File: config.mk
export PLATFORM = sky130hd
export DESIGN_NAME = clk_freeze_ctrl
export DESIGN_NICKNAME = d
export VERILOG_FILES = /design/src/rtl/frz_pkg.sv /design/src/rtl/frz_line_sampler.sv /design/src/rtl/frz_shift_rx.sv /design/src/rtl/frz_gate_cell.sv /design/src/rtl/clk_freeze_ctrl.sv
export SDC_FILE = /design/constraint.sdc
export NUM_CORES = 1
export LEC_CHECK = 0
export BUFFER_PORTS_ARGS = -buffer_cell sky130_fd_sc_hd__buf_2
export CAP_MARGIN = 20
export CORE_MARGIN = 8
export CORE_UTILIZATION = 45
export CTS_CLUSTER_SIZE = 40
export DETAILED_ROUTE_END_ITERATION = 16
export GPL_TIMING_DRIVEN = 0
export PLACE_DENSITY_LB_ADDON = 0.08
export SETUP_SLACK_MARGIN = 0.15
export SYNTH_ARGS = -nofsm -noshare
export SYNTH_HDL_FRONTEND = slang
export SYNTH_SLANG_ARGS = --single-unit
File: constraint.sdc
create_clock -name clk -period 1.7 [get_ports clk]
set_input_delay 0 -clock clk [delete_from_list [all_inputs] [get_ports clk]]
set_output_delay 0 -clock clk [all_outputs]
set_load 0.05 [all_outputs]
File: src/rtl/frz_pkg.sv
package frz_pkg;
  localparam int FRZ_MASK_W = 12;
  localparam int FRZ_LINE_SYNC = 2;
  localparam int FRZ_CELL_SYNC = 2;

  typedef enum logic [1:0] {
    RX_IDLE  = 2'd0,
    RX_SHIFT = 2'd1,
    RX_FULL  = 2'd2
  } rx_state_e;
endpackage

File: src/rtl/frz_line_sampler.sv
module frz_line_sampler #(
  parameter int STAGES = 2
) (
  input  logic clk,
  input  logic rst,
  input  logic sclk_i,
  input  logic sdata_i,
  output logic bit_stb_o,
  output logic bit_val_o
);
  localparam int LAST = STAGES - 1;

  logic [STAGES-1:0] ck_sync;
  logic [STAGES-1:0] dt_sync;
  logic              ck_prev;

  always_ff @(posedge clk) begin
    if (rst) begin
      ck_sync   <= '0;
      dt_sync   <= '1;
      ck_prev   <= 1'b0;
      bit_stb_o <= 1'b0;
      bit_val_o <= 1'b1;
    end else begin
      ck_sync   <= {ck_sync[STAGES-2:0], sclk_i};
      dt_sync   <= {dt_sync[STAGES-2:0], sdata_i};
      ck_prev   <= ck_sync[LAST];
      bit_stb_o <= ck_sync[LAST] & ~ck_prev;
      bit_val_o <= dt_sync[LAST];
    end
  end

  // a serial edge yields one strobe, never two in a row
  stb_single_chk: assert property (@(posedge clk) disable iff (rst)
    bit_stb_o |=> !bit_stb_o);
endmodule

File: src/rtl/frz_shift_rx.sv
module frz_shift_rx
  import frz_pkg::*;
#(
  parameter int MASK_W = FRZ_MASK_W
) (
  input  logic              clk,
  input  logic              rst,
  input  logic              bit_stb_i,
  input  logic              bit_val_i,
  output logic [MASK_W-1:0] mask_o
);
  localparam int CNT_W = $clog2(MASK_W + 1);
  localparam logic [CNT_W-1:0] LAST_BIT = CNT_W'(MASK_W - 1);

  rx_state_e         state_q;
  logic [CNT_W-1:0]  cnt_q;
  logic [MASK_W-1:0] shreg_q;

  always_ff @(posedge clk) begin
    if (rst) begin
      state_q <= RX_IDLE;
      cnt_q   <= '0;
      shreg_q <= '1;
      mask_o  <= '1;
    end else if (bit_stb_i) begin
      unique case (state_q)
        RX_IDLE: begin
          if (!bit_val_i) begin
            state_q <= RX_SHIFT;
            cnt_q   <= '0;
          end
        end
        RX_SHIFT: begin
          // first received bit lands at index 0 after MASK_W shifts
          shreg_q <= {bit_val_i, shreg_q[MASK_W-1:1]};
          cnt_q   <= cnt_q + 1'b1;
          if (cnt_q == LAST_BIT) state_q <= RX_FULL;
        end
        RX_FULL: begin
          mask_o  <= shreg_q;
          cnt_q   <= '0;
          state_q <= bit_val_i ? RX_IDLE : RX_SHIFT;
        end
        default: state_q <= RX_IDLE;
      endcase
    end
  end


  mask_only_on_apply_chk: assert property (@(posedge clk) disable iff (rst)
    !$stable(mask_o) |-> ($past(state_q) == RX_FULL));


  cnt_range_chk: assert property (@(posedge clk) disable iff (rst)
    (state_q == RX_SHIFT) |-> (cnt_q < CNT_W'(MASK_W)));


  full_exit_chk: assert property (@(posedge clk) disable iff (rst)
    (state_q == RX_FULL && bit_stb_i && !bit_val_i) |=>
      (state_q == RX_SHIFT && cnt_q == '0));
endmodule

File: src/rtl/frz_gate_cell.sv
module frz_gate_cell #(
  parameter int STAGES = 2
) (
  input  logic clk,
  input  logic rst,
  input  logic run_req_i,
  input  logic raw_i,
  output logic clk_o
);
  localparam int LAST = STAGES - 1;

  logic [STAGES-1:0] rq_sync;
  logic              run_q;

  always_ff @(posedge clk) begin
    if (rst) begin
      rq_sync <= '1;
      run_q   <= 1'b0;
      clk_o   <= 1'b0;
    end else begin
      rq_sync <= {rq_sync[STAGES-2:0], run_req_i};
      if (!raw_i) run_q <= rq_sync[LAST];
      clk_o <= raw_i & run_q;
    end
  end


  fall_on_raw_fall_chk: assert property (@(posedge clk) disable iff (rst)
    $fell(clk_o) |-> !$past(raw_i));


  rise_on_raw_rise_chk: assert property (@(posedge clk) disable iff (rst)
    $rose(clk_o) |-> ($past(raw_i) && !$past(raw_i, 2)));


  frozen_low_chk: assert property (@(posedge clk) disable iff (rst)
    !run_q |=> !clk_o);
endmodule

File: src/rtl/clk_freeze_ctrl.sv
module clk_freeze_ctrl
  import frz_pkg::*;
#(
  parameter int MASK_W     = FRZ_MASK_W,
  parameter int LINE_SYNC  = FRZ_LINE_SYNC,
  parameter int CELL_SYNC  = FRZ_CELL_SYNC
) (
  input  logic              clk,
  input  logic              rst,
  input  logic              frz_sclk_i,
  input  logic              frz_sdata_i,
  input  logic [MASK_W-1:0] raw_clk_i,
  output logic [MASK_W-1:0] gated_clk_o
);
  logic              bit_stb;
  logic              bit_val;
  logic [MASK_W-1:0] mask;

  frz_line_sampler #(.STAGES(LINE_SYNC)) i_sampler (
    .clk       (clk),
    .rst       (rst),
    .sclk_i    (frz_sclk_i),
    .sdata_i   (frz_sdata_i),
    .bit_stb_o (bit_stb),
    .bit_val_o (bit_val)
  );

  frz_shift_rx #(.MASK_W(MASK_W)) i_rx (
    .clk       (clk),
    .rst       (rst),
    .bit_stb_i (bit_stb),
    .bit_val_i (bit_val),
    .mask_o    (mask)
  );

  for (genvar g = 0; g < MASK_W; g++) begin : g_cell
    frz_gate_cell #(.STAGES(CELL_SYNC)) i_cell (
      .clk       (clk),
      .rst       (rst),
      .run_req_i (mask[g]),
      .raw_i     (raw_clk_i[g]),
      .clk_o     (gated_clk_o[g])
    );
  end
endmodule

==> impl_metrics.csv <==
group,metric,value,unit
outcome,outcome,"finished clean",
finish,fillers,579,
yosys,avgSynthCellArea,10.1,um2
clocking,ctsResizeCount,0,
floorplan,die_area,0.00913,mm2
critical_path,cp_slowest_cell,"dfxtp_1",
critical_path,setup.worst_path.end_class,"flip-flop",
yosys,synth_top_area_cell,"dfxtp_1",
finish,utilization,54.9,%
grt,grt_pass1_wl,7.96,mm
pwr,leakagePower,1.41,nW
floorplan,fp.dieW,95.5,um
floorplan,ios,28,
sta,hold_viol,0,
floorplan,core,0.00624,mm2
critical_path,critPathKind,"reg2reg",
yosys,synth_nets,298,
finish,syn_to_final_growth,20.4,%
yosys,synth-edff-count,0,
clocking,cts_root_buffer,"clkbuf_8",
yosys,ys_ff_latch,85,
sta,tightest_slew,0.589,ns
place,dpl.hpwl,3.22,mm
critical_path,path_cells,"nand2_2 -> nor2_4 -> buf_6 -> nor2b_1 -> a211o_1",
route,wirelength,4.66,mm
yosys,synth_common_cells,"dfxtp_1, nand2_1, or2_2",
finish,fin_area,0.00343,mm2
sta,fin_crit_sh,84.3,%
floorplan,die_h,95.5,um
sta,fmax,698,MHz
grt,grt_overflow,0,
yosys,synth_ff_type,"dfxtp_1",
yosys,synth-async-reset-ratio,0,%
sta,finClkSkew,0.00980,ns
finish,nets,351,
route,route.detailed.drc,0,
clocking,cts_max_level,3,
critical_path,path_delay_family,"flip-flops",
grt,grt_max_degree,16,
place,gp_congestion,0.791,
run,drv_cap,0,
critical_path,critPathMaxFanout,10,
yosys,netlist.area_leader.share,59.8,%
critical_path,critPathMaxStageDelay,0.45,ns
route,post_drt_wl_per_cell,11.2,um
sta,setup_viol,0,
route,first_iter_violations,38,
yosys,synthesis.area,0.00285,mm2
finish,n_antenna_cell,0,
clocking,cts_tree,"yes",
yosys,synthTopCellsByArea,"dfxtp_1, or2_2, nand2_1",
yosys,yosys_warnings,0,
floorplan,initial_core_util,45.6,%
sta,rsz0062_at_grt,"no",
grt,grt_usage,11.2,%
clocking,clk_latency,0.35,ns
pwr,max-vdd-ir-drop,546,uV
clocking,clk_pin_slew,0.09,ns
critical_path,cp.buffers_inverters,1,
yosys,synthCells,281,
critical_path,cp.arrival,1.67,ns
grt,grt_pass1_vias,1773,
sta,setup_ws,0.268,ns
sta,finalMaxSlewViolations,0,
route,drt_first_pass_iters,4,
route,vias,1867,
route,antenna_left,0,
grt,antenna_found_initial,0,
place,place_ws,0.264,ns
clocking,clock-sinks,85,
place,dpl_cell_area,0.00308,mm2
min_path,hold_path.class,"in2reg",
sta,fin_setup_tns,0,ns
critical_path,cp.required,1.93,ns
sta,min_period,1.43,ns
clocking,cts_buffer_depth,2,
place,numPortBuffers,27,
finish,drive_above_1_share,26.0,%
route,routed_via_density,4.49,
floorplan,rows,29,
yosys,yosysSeqAreaShare,59.8,%
pwr,cellPowerDensity,1060,mW/mm2
yosys,synth_cell_type_count,30,
sta,relSlewSlack,60.7,%
clocking,cts_buffers,9,
yosys,post-synth-top-count-cell,"dfxtp_1",
critical_path,worstSetupStartpointType,"flip-flop",
==> flip-flops by register name, indices dropped and copies added, names as in the netlist <==
name                   cells
i_sampler.bit_stb_o        1
g_cell.i_cell.clk_o       12
i_rx.cnt_q                 4
i_rx.shreg_q              12
i_sampler.dt_sync          2
i_rx.mask_o               12
g_cell.i_cell.rq_sync     24
i_sampler.bit_val_o        1
i_sampler.ck_sync          2
g_cell.i_cell.run_q       12
i_rx.state_q               2
i_sampler.ck_prev          1
==> cell families after synthesis <==
logic type | Yosys count | share of synthesized area [%]
simple gates | 129 | 24.4
flops | 85 | 59.8
compound gates | 36 | 9.06
buf+inv | 29 | 5.98
mux | 1 | 0.352
fa+ha+maj | 1 | 0.439
==> what timing repair did <==
item,CTS,global route
setup buffers,0,0
hold endpoints to repair,28,0
endpoints found under the setup margin,0,0
hold buffers,15,0
==> cell type report <==
| class | instances | area (um2) | area share [%] |
|---|---|---|---|
| Clock buffer | 10 | 128 | 3.73 |
| Timing Repair Buffer | 42 | 285 | 8.33 |
| Sequential cell | 85 | 1700 | 49.7 |
| Tap cell | 77 | 96.3 | 2.81 |
| Buffer | 25 | 155 | 4.53 |
| Multi-Input combinational cell | 167 | 975 | 28.5 |
| Clock inverter | 6 | 70.1 | 2.05 |
| Inverter | 4 | 15.0 | 0.438 |
==> layout by cell type, fill, tap and decap left out, drive strengths merged, types with 2 or more instances in the layout <==
master	instances
a22oi	2
nor2b	17
buf	44
nor2	16
nand2b	13
inv	6
clkinvlp	3
clkbuf	18
a211o	12
nand3b	13
a21oi	16
or2	27
nand3	2
dfxtp	85
dlygate4sd3	15
nand2	38
==> power breakdown <==
| group | internal [W] | switching (W) | total (W) |
|---|---|---|---|
| Sequential | 0.00202 | 0.0000121 | 0.00204 |
| Clock | 0.000689 | 0.000716 | 0.00140 |
| Combinational | 0.0000832 | 0.0000968 | 0.000180 |
==> through the flow <==
stage | std cells | hold slack, ns | power [W]
floorplan | 281 | 0.0791 | 0.00219
global placement | 385 | 0.183 | 0.00224
detailed placement | 385 | 0.189 | 0.00224
CTS | 416 | 0.353 | 0.00367
global route | 416 | 0.346 | 0.00377
finish | 416 | 0.362 | 0.00362
==> worst min-delay path, cell delays in order <==
cell and delay (ns):
dlygate4sd3_1 0.52, buf_2 0.09, or2_2 0.08
==> metal layers <==
layer | vias up | share of wire, % | GRT usage, %
li1 | 1008 | - | -
met1 | 823 | 48 | 12.9
met2 | 30 | 45 | 18.1
met3 | 6 | 5.7 | 3.78
met4 | 0 | 1.4 | 6.15
met5 | - | 0 | 0
==> final timing paths <==
| check | from | end | slack, ns | depth (start not counted) |
|---|---|---|---|---|
| worst max-delay path | i_sampler.bit_stb_o | i_rx.shreg_q[7] | 0.27 | 5 |
| worst min-delay path | frz_sdata_i | i_sampler.dt_sync[0] | 0.36 | 3 |
| worst max register to register | i_sampler.bit_stb_o | i_rx.shreg_q[7] | 0.27 | 5 |
| worst min register to register | i_sampler.ck_prev | i_sampler.bit_stb_o | 0.38 | 1 |
Power figures use the tool's default switching activity.
